[src/rtl/dma_irq_ctrl.sv]
module dma_irq_ctrl #(
  parameter int NCH = 6,
  parameter int DW  = 32,
  parameter int AW  = 3,
  parameter logic [DW-1:0] NMASK_RST = 'h07FF_FFFF,
  parameter logic [DW-1:0] EMASK_RST = '1
) (
  input  logic           clk,
  input  logic           rst_n,
  input  logic           wr_en,
  input  logic [AW-1:0]  wr_addr,
  input  logic [DW-1:0]  wr_data,
  input  logic [AW-1:0]  rd_addr,
  output logic [DW-1:0]  rd_data,
  input  logic [NCH-1:0] evt_done,
  input  logic [NCH-1:0] evt_fetch_fail,
  input  logic           evt_vsync,
  input  logic [NCH-1:0] err_desc_rd,
  input  logic [NCH-1:0] err_preamble,
  input  logic [NCH-1:0] err_crc,
  input  logic [NCH-1:0] err_redone,
  output logic           irq
);
  localparam int DONE_LSB   = 0;
  localparam int FFAIL_LSB  = 12;
  localparam int VSYNC_BIT  = 27;
  localparam int DRD_LSB    = 1;
  localparam int PRE_LSB    = 7;
  localparam int CRC_LSB    = 13;
  localparam int REDONE_LSB = 25;

  localparam logic [AW-1:0] A_NSTAT  = AW'(0);
  localparam logic [AW-1:0] A_ESTAT  = AW'(1);
  localparam logic [AW-1:0] A_NMASK  = AW'(2);
  localparam logic [AW-1:0] A_EMASK  = AW'(3);
  localparam logic [AW-1:0] A_NUNMSK = AW'(4);
  localparam logic [AW-1:0] A_NSETMK = AW'(5);
  localparam logic [AW-1:0] A_EUNMSK = AW'(6);
  localparam logic [AW-1:0] A_ESETMK = AW'(7);

  logic [DW-1:0] nstat, estat, nmask, emask;
  logic [DW-1:0] nset, eset;

  always_comb begin
    nset = '0;
    eset = '0;
    for (int i = 0; i < NCH; i++) begin
      nset[DONE_LSB + i]   = evt_done[i];
      nset[FFAIL_LSB + i]  = evt_fetch_fail[i];
      eset[DRD_LSB + i]    = err_desc_rd[i];
      eset[PRE_LSB + i]    = err_preamble[i];
      eset[CRC_LSB + i]    = err_crc[i];
      eset[REDONE_LSB + i] = err_redone[i];
    end
    nset[VSYNC_BIT] = evt_vsync;
  end

  wire hit_nstat  = wr_en && wr_addr == A_NSTAT;
  wire hit_estat  = wr_en && wr_addr == A_ESTAT;
  wire hit_nunmsk = wr_en && wr_addr == A_NUNMSK;
  wire hit_nsetmk = wr_en && wr_addr == A_NSETMK;
  wire hit_eunmsk = wr_en && wr_addr == A_EUNMSK;
  wire hit_esetmk = wr_en && wr_addr == A_ESETMK;

  wire [DW-1:0] nclr = hit_nstat ? wr_data : '0;
  wire [DW-1:0] eclr = hit_estat ? wr_data : '0;

  always_ff @(posedge clk) begin
    if (!rst_n) begin
      nstat <= '0;
      estat <= '0;
      nmask <= NMASK_RST;
      emask <= EMASK_RST;
      irq   <= 1'b0;
    end else begin
      nstat <= (nstat & ~nclr) | nset;
      estat <= (estat & ~eclr) | eset;
      if (hit_nunmsk)      nmask <= nmask & ~wr_data;
      else if (hit_nsetmk) nmask <= nmask | wr_data;
      if (hit_eunmsk)      emask <= emask & ~wr_data;
      else if (hit_esetmk) emask <= emask | wr_data;
      irq <= |(nstat & ~nmask) || |(estat & ~emask);
    end
  end

  always_comb begin
    case (rd_addr)
      A_NSTAT: rd_data = nstat;
      A_ESTAT: rd_data = estat;
      A_NMASK: rd_data = nmask;
      A_EMASK: rd_data = emask;
      default: rd_data = '0;
    endcase
  end

  p_w1c_r2: assert property (@(posedge clk) disable iff (!rst_n)
    (hit_nstat && evt_done == '0 && evt_fetch_fail == '0 && !evt_vsync)
    |=> (nstat & $past(wr_data)) == '0);

  p_unmask_r3: assert property (@(posedge clk) disable iff (!rst_n)
    hit_eunmsk |=> (emask & $past(wr_data)) == '0);

  p_setmask_r3: assert property (@(posedge clk) disable iff (!rst_n)
    hit_nsetmk |=> (nmask & $past(wr_data)) == $past(wr_data));

  p_mask_ro_r4: assert property (@(posedge clk) disable iff (!rst_n)
    (wr_en && (wr_addr == A_NMASK || wr_addr == A_EMASK))
    |=> ($stable(nmask) && $stable(emask)));

  p_irq_quiet_r5: assert property (@(posedge clk) disable iff (!rst_n)
    $past(nstat == '0 && estat == '0) |-> !irq);

  p_done_pos_r6: assert property (@(posedge clk) disable iff (!rst_n)
    evt_done != '0 |=> (nstat[DONE_LSB +: NCH] & $past(evt_done)) == $past(evt_done));

  p_redone_pos_r7: assert property (@(posedge clk) disable iff (!rst_n)
    err_redone != '0 |=> (estat[REDONE_LSB +: NCH] & $past(err_redone)) == $past(err_redone));

  p_set_wins_r8: assert property (@(posedge clk) disable iff (!rst_n)
    (hit_nstat && evt_vsync) |=> nstat[VSYNC_BIT]);

  p_sticky_r9: assert property (@(posedge clk) disable iff (!rst_n)
    !hit_estat |=> (estat & $past(estat)) == $past(estat));
endmodule

[config.mk]
export PLATFORM = sky130hd
export DESIGN_NAME = dma_irq_ctrl
export DESIGN_NICKNAME = d
export VERILOG_FILES = /design/src/rtl/dma_irq_ctrl.sv
export SDC_FILE = /design/constraint.sdc
export NUM_CORES = 1
export LEC_CHECK = 0
export BUFFER_PORTS_ARGS = -buffer_cell sky130_fd_sc_hd__buf_4
export CAP_MARGIN = 30
export CORE_UTILIZATION = 50
export CTS_CLUSTER_SIZE = 30
export DETAILED_ROUTE_END_ITERATION = 10
export PLACE_DENSITY = 0.83
export SLEW_MARGIN = 10
export SYNTH_ARGS = -nofsm -noshare
export SYNTH_HDL_FRONTEND = slang
export SYNTH_SLANG_ARGS = --single-unit
export TNS_END_PERCENT = 10
[constraint.sdc]
create_clock -name clk -period 1.34 [get_ports clk]
set_input_delay 0.067 -clock clk [delete_from_list [all_inputs] [get_ports clk]]
set_output_delay 0.067 -clock clk [all_outputs]
set_load 0.01 [all_outputs]
==> results.py <==
metrics = {
    "critical_path": {
        "r2r-start": "estat[22]",
        "cp-startpoint": "estat[22]",
        "worstPathRequired_ns": 1.64,
        "critPathMaxStageDelay_ns": 0.31,
        "reg2reg_slack_ns": -0.10,
        "path_depth": 5,
        "critPathBufInv": 0,
        "critPathLaunchType": "flip-flop",
        "reg2reg_depth": 5,
        "cp_max_fo": 2,
        "reg2reg_to": "irq",
        "path_class": "reg2reg",
        "cp_slowest_cell": "dfxtp_1",
        "worstPathCellList": "or2b_1 > o2111ai_2 > a2111oi_2 > nand4_1 > o31a_1",
        "cp-end-kind": "flip-flop",
        "crit_family": "compound AO/OA/AOI/OAI gates",
        "cp.arrival_ns": 1.74,
    },
    "drt": {
        "post_drt_wl_per_cell_um": 17.7,
        "vias_per_cell": 5.87,
        "drt_wl_total_mm": 19.9,
        "drc_errors": 0,
        "vias": 6590,
        "antenna_left": 0,
        "drt_iter0_drc": 610,
        "drt_first_pass_iters": 5,
    },
    "sta": {
        "worstMarginPinSlew_ns": 0.389,
        "worst_slack_ns": -0.101,
        "hold_viol_final": 0,
        "relSlewSlack_pct": 74.1,
        "clock_skew_ns": 0.0104,
        "slew_viol_final": 0,
        "setup-violations-final": 3,
        "rsz0062_at_grt": "true",
        "fin_crit_sh_pct": 108,
        "min_period_ns": 1.44,
        "timing.fmax_mhz": 694,
    },
    "power": {
        "cellPowerDensity_nw_per_um2": 1170,
        "ir_drop_mv": 0.919,
        "combPwrFrac_pct": 14.6,
        "pwr-share-clk_pct": 44.8,
        "seq_power_share_pct": 40.6,
        "p_sw_share_pct": 24.7,
        "p_int_w": 0.00761,
        "switching_power_w": 0.00250,
        "p_leak_nw": 3.79,
    },
    "place": {
        "io_buffer_count": 110,
        "gp_congestion": 0.826,
        "dp_hpwl_mm": 11.4,
        "post_dp_cell_area_um2": 7210,
        "dp.cells": 1020,
    },
    "global_routing": {
        "antenna_found_initial": 0,
        "grt_pass1_vias": 6218,
        "grt_max_degree": 65,
        "grt_pass1_wl_mm": 31.5,
        "track_usage_pct": 31.9,
        "grt_overflow_total": 0,
    },
    "yosys": {
        "postSynthCellCount": 775,
        "synth_area_um2": 5930,
        "ys_warn_count": 0,
        "yosys.area.top_type": "dfxtp_1",
        "synth_edf_count": 0,
        "synth_flop_cell": "dfxtp_1",
        "async_reset_ff_share_pct": 0,
        "ys_seq_area_share_pct": 43.5,
        "synth_area_leaders": "dfxtp_1, nand2_1, nand3_1",
        "avgSynthCellArea_um2": 7.65,
        "synth.distinct_cells": 33,
        "netlist.area_leader.share_pct": 43.5,
        "synth_nets": 853,
        "synth-seq-cells": 129,
    },
    "final_layout": {
        "nFillCells": 781,
        "regArea_um2": 2590,
        "stdcell_area_um2": 8650,
        "fin_util_pct": 75.4,
        "antennaDiodeCount": 0,
        "final_cells": 1122,
        "multi_input_area_um2": 3020,
        "layout-drive-gt1-share_pct": 23.2,
        "final_nets": 1044,
        "layout_common_cells": "nand2_1, buf_4, dfxtp_1",
        "area_growth_syn_to_layout_pct": 45.8,
        "final_common_cell": "nand2_1",
    },
    "die": {
        "floorplan.initialDensity_pct": 51.7,
        "die_x_um": 111,
        "core_area_um2": 11500,
        "row_count": 39,
        "dieArea_um2": 12300,
        "ios": 111,
        "die_h_um": 111,
    },
    "clock_tree": {
        "clk_path_buf_depth": 2,
        "clkSlewWorstSetupHoldPaths_ns": 0.06,
        "cts_buffers": 17,
        "ctsRootBufferMaster": "clkbuf_16",
        "cts_max_level": 4,
        "cts.sinks": 129,
        "cts_tree": "yes",
        "clock_latency_ns": 0.42,
    },
    "hold_path": {
        "hold_path.class": "in2reg",
        "hold_start": "rst_n",
        "whs_path_depth": 2,
    },
    "run_status": {
        "status": "complete, but fails checks",
        "violations": "setup timing",
    },
    "flow_run": {
        "cap_violations": 0,
    },
}
Yosys cell counts, types with 2 or more instances:
library cell	number
and3_1	2
nor2b_1	9
nor3b_2	2
nand3b_1	7
buf_6	3
buf_1	2
o21a_1	29
dfxtp_1	129
inv_1	57
nand4_1	2
nand2_1	180
nor4_1	3
a21boi_0	3
buf_4	4
clkbuf_1	23
nand2b_1	5
and3b_1	2
a22oi_1	64
buf_2	23
o2111ai_1	2
a221oi_1	6
a21oi_1	72
o22ai_1	21
nand3_1	116
cell type report:
| class | instances | area share [%] |
|---|---|---|
| Timing Repair Buffer | 227 | 23.9 |
| Multi-Input combinational cell | 534 | 34.9 |
| Tap cell | 143 | 2.07 |
| Inverter | 57 | 2.47 |
| Clock inverter | 9 | 1.23 |
| Sequential cell | 129 | 29.9 |
| Clock buffer | 23 | 5.53 |
worst max path at each step:
stage	to	slack, ns
global placement	irq	-0.04
finish	irq	-0.10
CTS	irq	-0.08
floorplan	irq	0.08
global route	irq	-0.21
detailed placement	irq	-0.04
power groups by stage:
stage	Sequential, W	Clock [W]	Combinational, W
global placement	0.00416	0	0.00122
global route	0.00411	0.00476	0.00159
finish	0.00410	0.00453	0.00148
detailed placement	0.00417	0	0.00124
CTS	0.00409	0.00453	0.00142
floorplan	0.00414	0	0.000596
routing by layer:
metal | wire length [µm] | vias to the layer above | track usage, %
li1 | - | 3082 | -
met1 | 7870 | 3077 | 41.2
met2 | 9560 | 377 | 52.3
met3 | 1820 | 54 | 6.29
met4 | 618 | 0 | 13.2
met5 | 0 | - | 0
through the flow:
stage	TNS [ns]	setup slack, ns	total power (W)	hold WS, ns
after floorplan	0	0.0751	0.00474	0.154
after global placement	-0.0420	-0.0420	0.00539	0.277
after detailed placement	-0.0418	-0.0418	0.00541	0.278
after CTS	-0.128	-0.0755	0.0100	0.0161
after global routing	-0.432	-0.211	0.0105	0.0257
final	-0.211	-0.101	0.0101	0.0219
logic make-up after synthesis:
group / share of synthesized area (%)
AO/OA/AOI/OAI: 22.1
buffers and inverters: 8.21
flip-flops: 43.5
AND/OR/NAND/NOR: 26.1
what timing repair did:
action                                  4_1_cts  5_1_grt
pin swaps                                     0        8
hold endpoints to repair                    126        0
gates resized for setup                       2       34
hold buffers                                 69        0
buffers inserted                              0        1
endpoints found under the setup margin        4       21
Note: power is estimated with default switching activity, not from simulation.
